**config.mk**
```make
export PLATFORM = sky130hd
export DESIGN_NAME = ipf_formatter
export DESIGN_NICKNAME = d
export VERILOG_FILES = /design/src/rtl/ipf_pkg.sv /design/src/rtl/ipf_arbiter.sv /design/src/rtl/ipf_code_gen.sv /design/src/rtl/ipf_lane_mux.sv /design/src/rtl/ipf_formatter.sv
export SDC_FILE = /design/constraint.sdc
export NUM_CORES = 1
export LEC_CHECK = 0
export BUFFER_PORTS_ARGS = -buffer_cell sky130_fd_sc_hd__buf_2
export CAP_MARGIN = 20
export CORE_MARGIN = 5
export CORE_UTILIZATION = 50
export CTS_BUF_LIST = sky130_fd_sc_hd__clkbuf_4
export CTS_CLUSTER_DIAMETER = 120
export CTS_CLUSTER_SIZE = 10
export DETAILED_ROUTE_END_ITERATION = 10
export PLACE_DENSITY = 0.8
export SKIP_LAST_GASP = 1
export SLEW_MARGIN = 20
export SYNTH_ARGS = -nofsm -noshare
export SYNTH_HDL_FRONTEND = slang
export SYNTH_SLANG_ARGS = --single-unit
```
**constraint.sdc**
```tcl
create_clock -name clk -period 3.08 [get_ports clk]
set_input_delay 0.154 -clock clk [delete_from_list [all_inputs] [get_ports clk]]
set_output_delay 0.154 -clock clk [all_outputs]
set_load 0.005 [all_outputs]
```
**src/rtl/ipf_pkg.sv**
```systemverilog
package ipf_pkg;

    typedef enum logic [1:0] {
        ST_IDLE = 2'd0,
        ST_SAV  = 2'd1,
        ST_DATA = 2'd2,
        ST_EAV  = 2'd3
    } ipf_state_e;

    typedef enum logic {
        SRC_VID = 1'b0,
        SRC_VBI = 1'b1
    } ipf_src_e;

    // timing reference byte: marker bit, F, V, H, then four protection bits
    function automatic logic [7:0] ipf_xy(input logic f, input logic v, input logic h);
        return {1'b1, f, v, h, v ^ h, f ^ h, f ^ v, f ^ v ^ h};
    endfunction

endpackage

```
**src/rtl/ipf_arbiter.sv**
```systemverilog
module ipf_arbiter (
    input  logic vid_req,
    input  logic vbi_req,
    input  logic vbi_first,
    output logic grant,
    output logic pick_vbi
);
    always_comb begin
        grant    = vid_req | vbi_req;
        pick_vbi = vbi_req & (vbi_first | ~vid_req);
    end
endmodule

```
**src/rtl/ipf_code_gen.sv**
```systemverilog
module ipf_code_gen #(
    parameter int BYTE_W = 8
) (
    input  logic [1:0]          idx,
    input  logic                f,
    input  logic                v,
    input  logic                h,
    input  logic                wide,
    output logic [2*BYTE_W-1:0] lanes
);
    import ipf_pkg::*;

    logic [BYTE_W-1:0] code;

    always_comb begin
        unique case (idx)
            2'd0:    code = '1;
            2'd3:    code = BYTE_W'(ipf_xy(f, v, h));
            default: code = '0;
        endcase
        lanes = wide ? {code, code} : {{BYTE_W{1'b0}}, code};
    end
endmodule

```
**src/rtl/ipf_lane_mux.sv**
```systemverilog
module ipf_lane_mux #(
    parameter int DWORD_W = 32,
    parameter int BYTE_W  = 8,
    parameter int BEAT_W  = $clog2(DWORD_W / BYTE_W)
) (
    input  logic [DWORD_W-1:0]  dword,
    input  logic [BEAT_W-1:0]   beat,
    input  logic                wide,
    output logic [2*BYTE_W-1:0] lanes
);
    localparam int NB = DWORD_W / BYTE_W;

    logic [BYTE_W-1:0] bytes [NB];
    logic [BEAT_W-1:0] pair_lo;
    logic [BEAT_W-1:0] pair_hi;

    generate
        for (genvar g = 0; g < NB; g++) begin : g_split
            assign bytes[g] = dword[g*BYTE_W +: BYTE_W];
        end
    endgenerate

    always_comb begin
        pair_lo = BEAT_W'(beat << 1);
        pair_hi = pair_lo | BEAT_W'(1);
        if (wide) lanes = {bytes[pair_hi], bytes[pair_lo]};
        else      lanes = {{BYTE_W{1'b0}}, bytes[beat]};
    end
endmodule

```
**src/rtl/ipf_formatter.sv**
```systemverilog
module ipf_formatter #(
    parameter int DWORD_W = 32,
    parameter int BYTE_W  = 8
) (
    input  logic                clk,
    input  logic                rst_n,
    input  logic                cfg_wide,
    input  logic                cfg_codes,
    input  logic                cfg_gate,
    input  logic                cfg_vbi_first,
    input  logic                vid_valid,
    output logic                vid_ready,
    input  logic [DWORD_W-1:0]  vid_data,
    input  logic                vid_last,
    input  logic                vid_field,
    input  logic                vid_vblank,
    input  logic                vbi_valid,
    output logic                vbi_ready,
    input  logic [DWORD_W-1:0]  vbi_data,
    input  logic                vbi_last,
    input  logic                vbi_field,
    output logic [2*BYTE_W-1:0] out_data,
    output logic                out_qual,
    output logic                out_vbi
);
    import ipf_pkg::*;

    localparam int NB     = DWORD_W / BYTE_W;
    localparam int BEAT_W = $clog2(NB);
    localparam int LANE_W = 2 * BYTE_W;
    localparam logic [BEAT_W-1:0] LAST_NARROW = BEAT_W'(NB - 1);
    localparam logic [BEAT_W-1:0] LAST_WIDE   = BEAT_W'(NB / 2 - 1);

    typedef struct packed {
        ipf_state_e          state;
        ipf_src_e            src;
        logic                have;
        logic [DWORD_W-1:0]  hold;
        logic                hold_last;
        logic [BEAT_W-1:0]   beat;
        logic [1:0]          cidx;
        logic                f;
        logic                v;
        logic [LANE_W-1:0]   odata;
        logic                ovld;
        logic                ovbi;
    } fmt_s;

    fmt_s q_r, d_c;

    logic               gnt_any, gnt_vbi;
    logic               s_valid, s_last;
    logic [DWORD_W-1:0] s_data;
    logic [DWORD_W-1:0] dw_sel;
    logic [BEAT_W-1:0]  beat_sel;
    logic [BEAT_W-1:0]  last_beat;
    logic [LANE_W-1:0]  data_lanes, code_lanes;

    ipf_arbiter u_arb (
        .vid_req   (vid_valid),
        .vbi_req   (vbi_valid),
        .vbi_first (cfg_vbi_first),
        .grant     (gnt_any),
        .pick_vbi  (gnt_vbi)
    );

    ipf_lane_mux #(.DWORD_W(DWORD_W), .BYTE_W(BYTE_W), .BEAT_W(BEAT_W)) u_mux (
        .dword (dw_sel),
        .beat  (beat_sel),
        .wide  (cfg_wide),
        .lanes (data_lanes)
    );

    ipf_code_gen #(.BYTE_W(BYTE_W)) u_code (
        .idx   (q_r.cidx),
        .f     (q_r.f),
        .v     (q_r.v),
        .h     (q_r.state == ST_EAV),
        .wide  (cfg_wide),
        .lanes (code_lanes)
    );

    // source of the locked line and the dword on the lane mux
    always_comb begin
        s_valid   = (q_r.src == SRC_VBI) ? vbi_valid : vid_valid;
        s_data    = (q_r.src == SRC_VBI) ? vbi_data  : vid_data;
        s_last    = (q_r.src == SRC_VBI) ? vbi_last  : vid_last;
        dw_sel    = q_r.have ? q_r.hold : s_data;
        beat_sel  = q_r.have ? q_r.beat : '0;
        last_beat = cfg_wide ? LAST_WIDE : LAST_NARROW;
    end

    // next-state computation
    always_comb begin
        d_c       = q_r;
        d_c.odata = '0;
        d_c.ovld  = 1'b0;
        d_c.ovbi  = 1'b0;
        vid_ready = 1'b0;
        vbi_ready = 1'b0;

        unique case (q_r.state)
            ST_IDLE: begin
                if (gnt_any) begin
                    d_c.src   = gnt_vbi ? SRC_VBI : SRC_VID;
                    d_c.f     = gnt_vbi ? vbi_field : vid_field;
                    d_c.v     = gnt_vbi ? 1'b1 : vid_vblank;
                    d_c.have  = 1'b0;
                    d_c.beat  = '0;
                    d_c.cidx  = '0;
                    d_c.state = cfg_codes ? ST_SAV : ST_DATA;
                end
            end
            ST_SAV, ST_EAV: begin
                d_c.odata = code_lanes;
                d_c.ovld  = 1'b1;
                d_c.ovbi  = (q_r.src == SRC_VBI);
                d_c.cidx  = 2'(q_r.cidx + 2'd1);
                if (q_r.cidx == 2'd3)
                    d_c.state = (q_r.state == ST_SAV) ? ST_DATA : ST_IDLE;
            end
            ST_DATA: begin
                if (q_r.have) begin
                    d_c.odata = data_lanes;
                    d_c.ovld  = 1'b1;
                    d_c.ovbi  = (q_r.src == SRC_VBI);
                    if (q_r.beat == last_beat) begin
                        d_c.have = 1'b0;
                        d_c.beat = '0;
                        if (q_r.hold_last) begin
                            d_c.cidx  = '0;
                            d_c.state = cfg_codes ? ST_EAV : ST_IDLE;
                        end
                    end else begin
                        d_c.beat = BEAT_W'(q_r.beat + BEAT_W'(1));
                    end
                end else if (s_valid) begin
                    if (q_r.src == SRC_VBI) vbi_ready = 1'b1;
                    else                    vid_ready = 1'b1;
                    d_c.hold      = s_data;
                    d_c.hold_last = s_last;
                    d_c.have      = 1'b1;
                    d_c.beat      = BEAT_W'(1);
                    d_c.odata     = data_lanes;
                    d_c.ovld      = 1'b1;
                    d_c.ovbi      = (q_r.src == SRC_VBI);
                end
            end
            default: d_c.state = ST_IDLE;
        endcase
    end

    always_ff @(posedge clk) begin
        if (!rst_n) begin
            q_r       <= '0;
            q_r.state <= ST_IDLE;
            q_r.src   <= SRC_VID;
        end else begin
            q_r <= d_c;
        end
    end

    always_comb begin
        out_data = q_r.odata;
        out_vbi  = q_r.ovbi;
        out_qual = cfg_gate ? (clk & q_r.ovld) : q_r.ovld;
    end

endmodule

```
==> flow_summary.json <==
{
  "status": "complete, no violations",
  "n_antenna_cell": 0,
  "firstDrtPassIters": 5,
  "yosysSeqAreaShare_pct": 32.9,
  "antenna_found_initial": 0,
  "slew_headroom_pct": 49.8,
  "power.share.clock_pct": 24.9,
  "first_iter_violations": 265,
  "die_area_sq_um": 9240,
  "fp-row-count": 31,
  "grt_overflow_total": 0,
  "yosysWarnings": 0,
  "mostFrequentLayoutCell": "buf_2",
  "clk_pin_slew_ns": 0.10,
  "clk_path_buf_depth": 2,
  "final_area_sq_um": 4260,
  "slew_viol_final": 0,
  "final_nets": 567,
  "fp.dieH_um": 96.1,
  "crit_fanout": 10,
  "wl_per_cell_um": 15.7,
  "clk_latency_ns": 0.40,
  "grt_pass1_wl_mm": 14.7,
  "antenna_left": 0,
  "peakVddDrop_uv": 247,
  "synth_area_sq_um": 3710,
  "gp_congestion": 0.886,
  "layout_common_cells": "buf_2, dfxtp_1, nor2_1, mux2i_1, nand2_1",
  "p_per_area_nw_per_um2": 675,
  "synthesis.nets": 500,
  "drt-total-wl_mm": 9.30,
  "combPwrFrac_pct": 36.4,
  "cts-root-buf": "clkbuf_4",
  "clock_skew_ns": 0.0133,
  "port_buffers": 96,
  "io_pins": 97,
  "grt_max_degree": 57,
  "worst-slew-pin-transition_ns": 0.749,
  "cts_made_buffers": 9,
  "cts_max_level": 3,
  "cp.required_ns": 2.93,
  "p_switching_w": 0.00106,
  "async_flop_share_pct": 0,
  "grt_usage_pct": 20.7,
  "whs_path_depth": 3,
  "n_fill_cell": 665,
  "coreArea_sq_um": 7250,
  "switching_share_pct": 36.9,
  "critPathMaxStageDelay_ns": 0.19,
  "postPlaceCellArea_sq_um": 4070,
  "crit_path_top_delay_cell": "clkbuf_4",
  "grt_pass1_vias": 2992,
  "worstSetupEndpointType": "output port",
  "synthCells": 421,
  "critPathKind": "clock port to output port",
  "power_w": 0.00287,
  "via_per_inst": 5.55,
  "setup_violations": 0,
  "ys.flop_type": "dfxtp_1",
  "drc_errors": 0,
  "dpl.hpwl_mm": 6.96,
  "rsz0062_at_grt": "false",
  "vias": 3287,
  "ys_seq_elements": 61,
  "synth-edff-count": 0,
  "die_x_um": 96.1,
  "ys_types": 51,
  "cp_num_buf_inv": 4,
  "cts_tree": "built",
  "crit_chain": "clkbuf_4 > clkbuf_4 > inv_1 > a21boi_0 > buf_2",
  "postCtsSetupBuffers": 0,
  "cp.depth": 5,
  "r2r_cells": 5,
  "cp-start-kind": "clock port",
  "drv_cap": 0,
  "arrival_ns": 2.15,
  "synth_area_per_cell_sq_um": 8.81,
  "fin_tns_setup_ns": 0,
  "hp-class": "input port to register",
  "cp_top_family": "buffers and inverters",
  "crit_top_cell": "clkbuf_4",
  "initial_core_util_pct": 51.1,
  "drive_gt1_share_pct": 31.8,
  "p_seq_share_pct": 38.7,
  "p_leak_nw": 1.71,
  "syn_to_final_growth_pct": 14.9,
  "hold_viol": 0,
  "p_int_w": 0.00181
}
final timing paths:
check	start	to	slack, ns
min	rst_n	q_r[18]$_SDFFE_PN0P_	0.04
max reg2reg	q_r[60]$_SDFFE_PN0P_	q_r[26]$_SDFFE_PN0P_	0.90
min reg2reg	q_r[21]$_SDFFE_PN0P_	q_r[21]$_SDFFE_PN0P_	0.51
max	clk	out_qual	0.78
power by group through the flow:
stage	Combinational, W	Sequential [W]	Clock, W
2_1_floorplan	0.000908	0.00104	0.00000554
3_3_place_gp	0.00101	0.00112	0.00000692
3_5_place_dp	0.00104	0.00112	0.00000692
4_1_cts	0.00104	0.00111	0.000728
5_1_grt	0.00116	0.00113	0.000767
6_report	0.00105	0.00111	0.000716
stage by stage:
stage               cells  util (%)  hold slack (ns)  setup slack [ns]
floorplan             421         -            0.279              1.28
global placement      575      56.1            0.403              1.06
detailed placement    575      56.1            0.403             0.945
CTS                   592      58.8           0.0219             0.749
global route          592      58.8           0.0282             0.734
finish                592      58.8           0.0405             0.777
registers in the layout, indices dropped and copies added (netlist names):
signal    flops
out_data     16
out_vbi       1
q_r          44
worst min-delay path: stages:
cell	delay, ns
buf_2	0.13
o21ai_0	0.07
nor2_1	0.04
cell families after synthesis:
| family | Yosys count | synth area share [%] |
|---|---|---|
| AOI/OAI and AO/OA | 121 | 24.8 |
| buffers and inverters | 62 | 9.41 |
| muxes | 65 | 18.3 |
| xor gates and xnor gates | 3 | 0.709 |
| and+or+nand+nor | 107 | 13.3 |
| adders and majority gates | 2 | 0.675 |
| DFF | 61 | 32.9 |
metal layers:
layer / vias to the layer above / GRT usage, % / wire (um)
li1: 1644 / - / -
met1: 1472 / 29.1 / 4110
met2: 162 / 32.1 / 4220
met3: 9 / 3.36 / 879
met4: 0 / 6.99 / 78
met5: - / 0 / 0
cells in the mapped netlist (2+ instances only):
| cell | count | area share (%) |
|---|---|---|
| a211oi_1 | 15 | 3.0 |
| a211oi_2 | 18 | 6.1 |
| a21boi_0 | 3 | 0.61 |
| a21o_1 | 10 | 2.0 |
| a21oi_1 | 20 | 2.7 |
| a22o_1 | 5 | 1.2 |
| a22oi_1 | 2 | 0.40 |
| a31oi_1 | 6 | 1.0 |
| a41oi_1 | 2 | 0.47 |
| and3b_1 | 2 | 0.47 |
| buf_2 | 12 | 1.6 |
| buf_4 | 23 | 4.7 |
| buf_6 | 2 | 0.61 |
| clkbuf_1 | 9 | 0.91 |
| dfxtp_1 | 61 | 33 |
| ha_1 | 2 | 0.67 |
| inv_1 | 14 | 1.4 |
| mux2_2 | 18 | 5.5 |
| mux2i_1 | 46 | 12 |
| nand2_1 | 21 | 2.1 |
| nand2b_1 | 6 | 1.0 |
| nand3_1 | 9 | 1.2 |
| nand3b_1 | 2 | 0.40 |
| nor2_1 | 49 | 5.0 |
| nor2b_1 | 3 | 0.51 |
| nor3_1 | 6 | 0.81 |
| o211ai_1 | 5 | 1.0 |
| o21ai_0 | 13 | 1.8 |
| o21ai_1 | 2 | 0.27 |
| o22ai_1 | 7 | 1.2 |
| o32ai_1 | 5 | 1.2 |
| or3_1 | 3 | 0.51 |
| xor2_1 | 2 | 0.47 |
cell type report:
type,count,area [sq um],area share [%]
multi-input combinational,298,2140,50.3
sequential,61,1220,28.7
timing repair buffer,102,531,12.4
tap,99,124,2.91
clock inverter,8,115,2.70
clock buffer,10,72.6,1.70
inverter,14,52.6,1.23
timing repair:
action | CTS | global route
hold buffers | 1 | 0
endpoints found under the hold margin | 1 | 0
resized for setup | 0 | 0
Power figures use the tool's default switching activity.
